$ cat config.mk
export PLATFORM = sky130hd
export DESIGN_NAME = reset_sequencer
export DESIGN_NICKNAME = d
export VERILOG_FILES = /design/src/rtl/reset_sequencer.sv
export SDC_FILE = /design/constraint.sdc
export NUM_CORES = 1
export LEC_CHECK = 0
export ABC_CLOCK_PERIOD_IN_PS = 1650
export BUFFER_PORTS_ARGS = -buffer_cell sky130_fd_sc_hd__buf_2
export CAP_MARGIN = 5
export CORE_UTILIZATION = 30
export CTS_CLUSTER_DIAMETER = 200
export DETAILED_ROUTE_END_ITERATION = 8
export GPL_TIMING_DRIVEN = 0
export REMOVE_ABC_BUFFERS = 1
export SLEW_MARGIN = 20
export SYNTH_ARGS = -nofsm -noshare
export SYNTH_HDL_FRONTEND = slang
export SYNTH_SLANG_ARGS = --single-unit
$ cat constraint.sdc
create_clock -name clk -period 1.65 [get_ports clk]
set_input_delay 0.165 -clock clk [delete_from_list [all_inputs] [get_ports clk]]
set_output_delay 0.165 -clock clk [all_outputs]
set_load 0.005 [all_outputs]
$ cat src/rtl/reset_sequencer.sv
`timescale 1ns/1ps
module reset_sequencer #(
  parameter int PIN_WAIT = 4,
  parameter int POR_WAIT = 8,
  parameter int LV_WAIT  = 6
) (
  input  logic       clk,
  input  logic       pin_rst_n,
  input  logic       por_ok,
  input  logic       lv_low,
  input  logic       lv_off,
  input  logic       reg_wr,
  input  logic       reg_wlv,
  output logic [1:0] reg_rdata,
  output logic       rst_out_n,
  output logic       boot_pulse
);
  localparam int MAXW = (PIN_WAIT > POR_WAIT) ?
                        ((PIN_WAIT > LV_WAIT) ? PIN_WAIT : LV_WAIT) :
                        ((POR_WAIT > LV_WAIT) ? POR_WAIT : LV_WAIT);
  localparam int CW = $clog2(MAXW + 1);

  logic          arst_n;
  logic [1:0]    pin_sy, por_sy, lv_sy;
  logic          pin_act_s, por_act_s, lv_src, pin_src;
  logic [CW-1:0] pin_cnt, por_cnt, lv_cnt;
  logic          pending, rel_q, rel_d;
  logic          por_flag, lv_flag;

  assign arst_n = pin_rst_n & por_ok;

  always_ff @(posedge clk or negedge arst_n)
    if (!arst_n) pin_sy <= 2'b11;
    else         pin_sy <= {pin_sy[0], 1'b0};

  always_ff @(posedge clk or negedge por_ok)
    if (!por_ok) por_sy <= 2'b11;
    else         por_sy <= {por_sy[0], 1'b0};

  always_ff @(posedge clk or negedge arst_n)
    if (!arst_n) lv_sy <= 2'b00;
    else         lv_sy <= {lv_sy[0], lv_low};

  assign pin_act_s = pin_sy[1];
  assign por_act_s = por_sy[1];
  assign pin_src   = pin_act_s & ~por_act_s;
  assign lv_src    = ~lv_off & lv_sy[1];

  always_ff @(posedge clk or negedge arst_n)
    if (!arst_n)              pin_cnt <= '0;
    else if (pin_src)         pin_cnt <= CW'(PIN_WAIT);
    else if (pin_cnt != '0)   pin_cnt <= pin_cnt - 1'b1;

  always_ff @(posedge clk or negedge por_ok)
    if (!por_ok)              por_cnt <= '0;
    else if (por_act_s)       por_cnt <= CW'(POR_WAIT);
    else if (por_cnt != '0)   por_cnt <= por_cnt - 1'b1;

  always_ff @(posedge clk or negedge arst_n)
    if (!arst_n)              lv_cnt <= '0;
    else if (lv_src)          lv_cnt <= CW'(LV_WAIT);
    else if (lv_cnt != '0)    lv_cnt <= lv_cnt - 1'b1;

  assign pending = pin_src | (pin_cnt != '0) | por_act_s | (por_cnt != '0) |
                   lv_src | (lv_cnt != '0);

  always_ff @(posedge clk or negedge arst_n)
    if (!arst_n) begin
      rel_q <= 1'b0;
      rel_d <= 1'b0;
    end else begin
      rel_q <= ~pending;
      rel_d <= rel_q;
    end

  assign rst_out_n  = rel_q;
  assign boot_pulse = rel_q & ~rel_d;

  always_ff @(posedge clk or negedge por_ok)
    if (!por_ok)        por_flag <= 1'b1;
    else if (por_act_s) por_flag <= 1'b1;
    else if (pin_act_s) por_flag <= 1'b0;

  always_ff @(posedge clk or negedge por_ok)
    if (!por_ok)                         lv_flag <= 1'b0;
    else if (por_act_s || pin_act_s)     lv_flag <= 1'b0;
    else if (lv_src)                     lv_flag <= 1'b1;
    else if (reg_wr && !reg_wlv)         lv_flag <= 1'b0;

  assign reg_rdata = {lv_flag, por_flag};
endmodule

==> flow_metrics.py, run 1 <==
metrics = {
    "run_status": {
        "status": "finished clean",
    },
    "layout": {
        "final_core_util": 0.3720,
        "drive_above_1_share": 0.2451,
        "layout_common_cells": "dfrtp_1 (17), nor2_1 (10), buf_2 (10)",
        "diodes": 0,
        "mostFrequentLayoutCell": "dfrtp_1",
        "fillCellCount": 313,
        "finalNetCount": 115,
        "syn2layout_area_growth_pct": 17.01,
    },
    "floorplan": {
        "coreArea_um2": 3078,
        "fp.dieH_um": 59.11,
        "io_pins": 11,
        "dieArea_um2": 3494,
        "start_util": 0.3179,
        "rows": 20,
        "die_w_um": 59.11,
    },
    "drt": {
        "drtIter0Drc": 4,
        "wl_mm": 1.515,
        "drc_errors": 0,
        "avgViaCountPerCell": 4.301,
        "final_antenna_net_count": 0,
        "drtPass1Iterations": 2,
        "vias": 628,
        "wl_per_cell_um": 10.38,
    },
    "clock_network": {
        "cts_buffer_depth": 2,
        "h-tree-depth": 1,
        "clk_pin_slew_ns": 0.12,
        "clk-insertion-delay-late_ns": 0.31,
        "numCtsBuffers": 3,
        "cts.sinks": 22,
        "postCtsSetupBuffers": 0,
        "root_buffer": "clkbuf_4",
        "cts_tree": "done",
    },
    "timing": {
        "slew_headroom": 0.5904,
        "tns_ns": 0,
        "rsz0062_at_grt": "false",
        "finalMaxSlewViolations": 0,
        "hold_violations": 0,
        "fin_crit_sh": 0.9555,
        "fin_skew_ns": 0.008866,
        "worst_slew_pin_slew_ns": 0.6144,
        "final-setup-viol-count": 0,
        "post-route-min-period_ns": 1.577,
        "max_freq_mhz": 634.3,
    },
    "critical_path": {
        "worst-path-buf-inv": 1,
        "max_stage_delay_ns": 0.42,
        "reg2reg_from": "por_cnt[0]",
        "slowest_stage": "dfrtp_1",
        "end_kind": "register",
        "rrSetupSlack_ns": 0.07,
        "critPathArrivalTime_ns": 1.83,
        "worst-setup-path-type": "register to register",
        "worst_setup_path_start_kind": "register",
        "crit_family": "simple AND/OR/NAND/NOR gates",
        "r2r_cells": 5,
        "timing.rr.end": "rst_out_n",
        "cp.required_ns": 1.90,
        "cp_cell_sequence": "inv_1 > ha_2 > or3b_4 > nor4_4 > and3b_1",
        "crit_fanout": 4,
    },
    "global_routing": {
        "grt_start_max_net_pins": 15,
        "grt_pass1_vias": 638,
        "track_usage": 0.1103,
        "grt.overflow.total": 0,
        "grt_pass1_wl_mm": 2.794,
        "grt_antenna_before_repair": 0,
    },
    "synthesis": {
        "syn_area_um2": 978.4,
        "ys_seq_area_frac": 0.5691,
        "syn_avg_cell_area_um2": 11.25,
        "synth_seq_cells": 22,
        "synthCells": 87,
        "synth_cell_types": 28,
        "yosysWarnings": 0,
    },
    "pwr": {
        "p_per_area_nw_per_um2": 1487,
        "irDropWorstVdd_v": 0.0006006,
        "leakagePower_nw": 0.5334,
    },
    "hold_path": {
        "hold_class": "input pin to register",
        "holdPathStages": 4,
        "min_to": "lv_flag",
        "min_from": "reg_wr",
    },
    "run": {
        "cap_violations": 0,
    },
    "placed_design": {
        "place_congestion": 0.7583,
        "portBuffers": 10,
        "dpl.hpwl_mm": 1.111,
    },
}
## state kept, by name (all words and copies together), names as in the netlist, 2 cells and up
name and cells:
lv_cnt 4, pin_cnt 4, por_cnt 4, lv_sy 2, pin_sy 2, por_sy 2
## power by group
part | internal (mW) | switching [mW] | total (mW)
Combinational | 0.315 | 0.289 | 0.604
Clock | 0.135 | 0.160 | 0.294
Sequential | 0.686 | 0.119 | 0.804
Total | 1.13 | 0.568 | 1.70
## cell usage after synthesis (all sizes together)
cell type  number  area, um^2
dfrtp          17       425.4
nor2           10       37.54
inv             9       33.78
a21oi           6       30.03
dfstp           5       131.4
ha              5       62.56
nor2b           5       31.28
nor3            4       20.02
buf             3       20.01
xnor2           3       26.28
mux2i           2       20.02
nand2           2       7.510
o31ai           2       15.01
or3b            2       20.02
a211o           1       8.760
a211oi          1       7.510
a21o            1       7.510
and2            1       6.260
and3b           1       8.760
conb            1       3.750
mux2            1       11.26
nand2b          1       6.260
nor3b           1       12.51
nor4            1       12.51
or2             1       6.260
or3             1       6.260
## per-layer routing
metal | part of all wire | track usage
met4 | 0.018 | 0.06122
met1 | 0.48 | 0.1353
met3 | 0.023 | 0.03275
met5 | 0 | 0
met2 | 0.48 | 0.1737
## per-stage QoR
stage                     hold WS [ns]  total power [mW]  instance area, um^2  worst slack, ns  instances
final                           0.2018             1.702                 1145          0.07350        146
after global routing            0.2133             1.860                 1145          0.02306        146
after CTS                       0.1822             1.720                 1134          0.05864        146
after detailed placement       0.02763             1.408                 1067          0.09112        139
after global placement         0.01986             1.364                 1067           0.1214        139
after floorplan                -0.1306             1.276                962.2           0.2205         85
## kinds of logic (layout without fill, tap and decap cells)
| family | count (synthesis) | after routing | synth area share |
|---|---|---|---|
| adder cells (fa/ha/maj) | 5 | 5 | 0.06394 |
| XOR/XNOR | 3 | 3 | 0.02686 |
| multiplexers | 3 | 3 | 0.03197 |
| other | 1 | 2 | 0.003833 |
| flip-flops | 22 | 22 | 0.5691 |
| buffers and inverters | 12 | 26 | 0.05498 |
| AND/OR/NAND/NOR | 30 | 30 | 0.1791 |
| AO/OA/AOI/OAI | 11 | 11 | 0.07034 |
## area by class of cell
class,count,area (um^2),area share
clock buffer,4,36.28,0.03169
inverter,9,33.78,0.02951
multi-input combinational,54,382.9,0.3344
sequential,22,556.8,0.4863
tap,44,55.05,0.04809
timing repair buffer,13,80.08,0.06995
## tightest hold or removal path: cells and delay by family
family | cells | cell delay (ns)
compound gates | 1 | 0.14
simple gates | 2 | 0.10
buf+inv | 1 | 0.08
## how the worst max path moves through the flow
stage / start / to / depth (start not counted)
2_1_floorplan: por_cnt[0] / rst_out_n / 5
3_3_place_gp: por_cnt[0] / rst_out_n / 5
3_5_place_dp: por_cnt[0] / rst_out_n / 5
4_1_cts: por_cnt[0] / rst_out_n / 5
5_1_grt: por_cnt[0] / rst_out_n / 5
6_report: por_cnt[0] / rst_out_n / 5
## repair_timing
action                                  in CTS  in global routing
hold buffers                                 3                  0
gates resized for setup                      0                  2
endpoints found under the setup margin       0                  1
endpoints found under the hold margin       21                  0
No activity file was read; power rests on OpenSTA's default activity.
==> run 2, diff against run 1 <==
--- a/config.mk
+++ b/config.mk
@@ -5,6 +5,7 @@
 export SDC_FILE = /design/constraint.sdc
 export NUM_CORES = 1
 export LEC_CHECK = 0
+export ABC_AREA = 1
 export ABC_CLOCK_PERIOD_IN_PS = 1650
 export BUFFER_PORTS_ARGS = -buffer_cell sky130_fd_sc_hd__buf_2
 export CAP_MARGIN = 5
==> run 2 against run 1 <==
Global-route usage down 1.1 points. Critical path type unchanged. Critical endpoint is now por_cnt[1]. Power rose by 8.3%. Hold slack lost 0.034 ns.
==> flow_metrics.py, run 2 <==
metrics = {
    "layout": {
        "syn2layout_area_growth_pct": 17.09,
        "drive_above_1_share": 0.2500,
        "finalNetCount": 141,
        "mostFrequentLayoutCell": "nand2_1",
        "biggestRegsByFlops": "lv_cnt (4), pin_cnt (4), por_cnt (4)",
        "final_core_util": 0.3833,
        "diodes": 0,
        "layout_common_cells": "nand2_1 (20), inv_1 (18), dfrtp_1 (17)",
    },
    "global_routing": {
        "track_usage": 0.09978,
        "grt_start_max_net_pins": 15,
        "grt_antenna_before_repair": 0,
        "grt_pass1_wl_mm": 2.725,
        "grt.overflow.total": 0,
        "grt_pass1_vias": 715,
    },
    "floorplan": {
        "dieArea_um2": 3680,
        "rows": 20,
        "fp.dieH_um": 60.66,
        "io_pins": 11,
        "coreArea_um2": 3153,
        "die_w_um": 60.66,
        "start_util": 0.3274,
    },
    "critical_path": {
        "rrSetupSlack_ns": 0.38,
        "reg2reg_from": "por_cnt[0]",
        "worst_setup_path_start_kind": "register",
        "cp.required_ns": 1.89,
        "end_kind": "register",
        "critPathArrivalTime_ns": 1.51,
        "r2r_cells": 4,
        "worst-setup-path-type": "register to register",
        "crit_fanout": 3,
        "timing.rr.end": "por_cnt[1]",
    },
    "placed_design": {
        "portBuffers": 10,
        "dpl.hpwl_mm": 1.290,
        "post-place-ws_ns": 0.3967,
        "place_congestion": 0.7112,
    },
    "synthesis": {
        "yosysWarnings": 0,
        "syn_avg_cell_area_um2": 9.216,
        "yosysTopAreaCellShare": 0.4121,
        "synthCells": 112,
        "yosys-top-cells-area": "dfrtp_1 (41%), dfstp_2 (13%), nand2_1 (7.3%)",
        "synth_seq_cells": 22,
        "yosysTopAreaCell": "dfrtp_1",
        "synth_edf_count": 0,
        "ys.flop_type": "dfrtp_1",
        "synth_cell_types": 20,
        "async_flop_share": 1.000,
        "yosysMostFrequentCell": "nand2_1",
        "syn_area_um2": 1032,
        "ys_seq_area_frac": 0.5394,
        "ys_top_cells_by_count": "nand2_1 (20), inv_1 (18), dfrtp_1 (17), nand3_1 (8), o21ai_0 (7)",
    },
    "hold_path": {
        "min_from": "reg_wlv",
        "holdPathStages": 3,
        "hold_class": "input pin to register",
        "min_to": "lv_flag",
    },
    "clock_network": {
        "cts_tree": "done",
        "clk_pin_slew_ns": 0.13,
        "clk-insertion-delay-late_ns": 0.31,
        "cts_buffer_depth": 2,
        "cts.sinks": 22,
        "h-tree-depth": 1,
        "numCtsBuffers": 3,
        "root_buffer": "clkbuf_4",
    },
    "drt": {
        "drc_errors": 0,
        "wl_per_cell_um": 9.494,
        "avgViaCountPerCell": 4.203,
        "vias": 723,
        "wl_mm": 1.633,
        "drtPass1Iterations": 3,
        "drtIter0Drc": 11,
        "final_antenna_net_count": 0,
    },
    "timing": {
        "finalMaxSlewViolations": 0,
        "post-route-min-period_ns": 1.267,
        "fin_skew_ns": 0.008503,
        "worst_slew_pin_slew_ns": 0.5322,
        "max_freq_mhz": 789.2,
        "final-setup-viol-count": 0,
        "fin_crit_sh": 0.7679,
        "fin_ws_ns": 0.3829,
        "rsz0062_at_grt": "false",
        "tns_ns": 0,
        "slew_headroom": 0.6448,
        "hold_ws_ns": 0.1677,
        "hold_violations": 0,
    },
    "run": {
        "cap_violations": 0,
    },
    "pwr": {
        "irDropWorstVdd_v": 0.0006711,
        "leakagePower_nw": 0.6109,
        "p_per_area_nw_per_um2": 1525,
    },
    "run_status": {
        "status": "finished clean",
    },
}
-- run 2: what timing repair did --
item                                   in CTS  in global routing
hold buffers                                3                  0
setup endpoints to repair                   0                  0
endpoints found under the hold margin      21                  0
setup buffers                               0                  0
resized for setup                           0                  0
-- run 2: area by class of cell --
type                       instances  area, um^2
tap                               44       55.05
fill                             342        1944
clock inverter                     1       30.03
inverter                          20       75.07
timing repair buffer              13       80.08
clock buffer                       3       22.52
sequential                        22       556.8
multi-input combinational         69       389.1
-- run 2: cells by family after synthesis --
kind of cell / count (synthesis) / synth area share
AOI/OAI and AO/OA: 12 / 0.06061
xor gates and xnor gates: 2 / 0.01697
adders and majority gates: 5 / 0.06061
buffers and inverters: 22 / 0.08727
DFF: 22 / 0.5394
other: 1 / 0.003633
and+or+nand+nor: 48 / 0.2315
-- run 2: layer usage --
metal	wire length [um]	track usage	share of wire	up-vias
li1	-	-	-	375
met1	724	0.1066	0.44	337
met2	833	0.1884	0.51	9
met3	70	0.03838	0.043	2
met4	4	0.01623	0.0024	0
met5	0	0	0	-
-- run 2: worst max-delay path, stage by stage, from the launching register on --
cell     delay (ns)
dfrtp_1        0.40
inv_1          0.07
ha_1           0.29
or2_2          0.28
o21ai_0        0.15
-- run 2: how the worst max path moves through the flow --
stage               startpoint         end  slack [ns]  depth (start not counted)
floorplan           por_cnt[0]  por_cnt[1]        0.50                          4
global placement    pin_cnt[0]  pin_cnt[1]        0.44                          7
detailed placement  por_cnt[0]  por_cnt[1]        0.40                          4
CTS                 por_cnt[0]  por_cnt[1]        0.37                          4
global route        pin_cnt[0]  pin_cnt[1]        0.28                          7
finish              por_cnt[0]  por_cnt[1]        0.38                          4
-- run 2: metrics by stage --
step	cells	power, mW	cell area, um^2
5_1_grt	172	2.004	1209
6_report	172	1.843	1209
4_1_cts	172	1.867	1209
3_3_place_gp	165	1.397	1126
2_1_floorplan	111	1.304	1021
3_5_place_dp	165	1.447	1126
-- run 2: where the power goes --
group          internal (mW)  switching [mW]
logic                  0.261           0.387
registers              0.688          0.0989
clock network          0.246           0.163
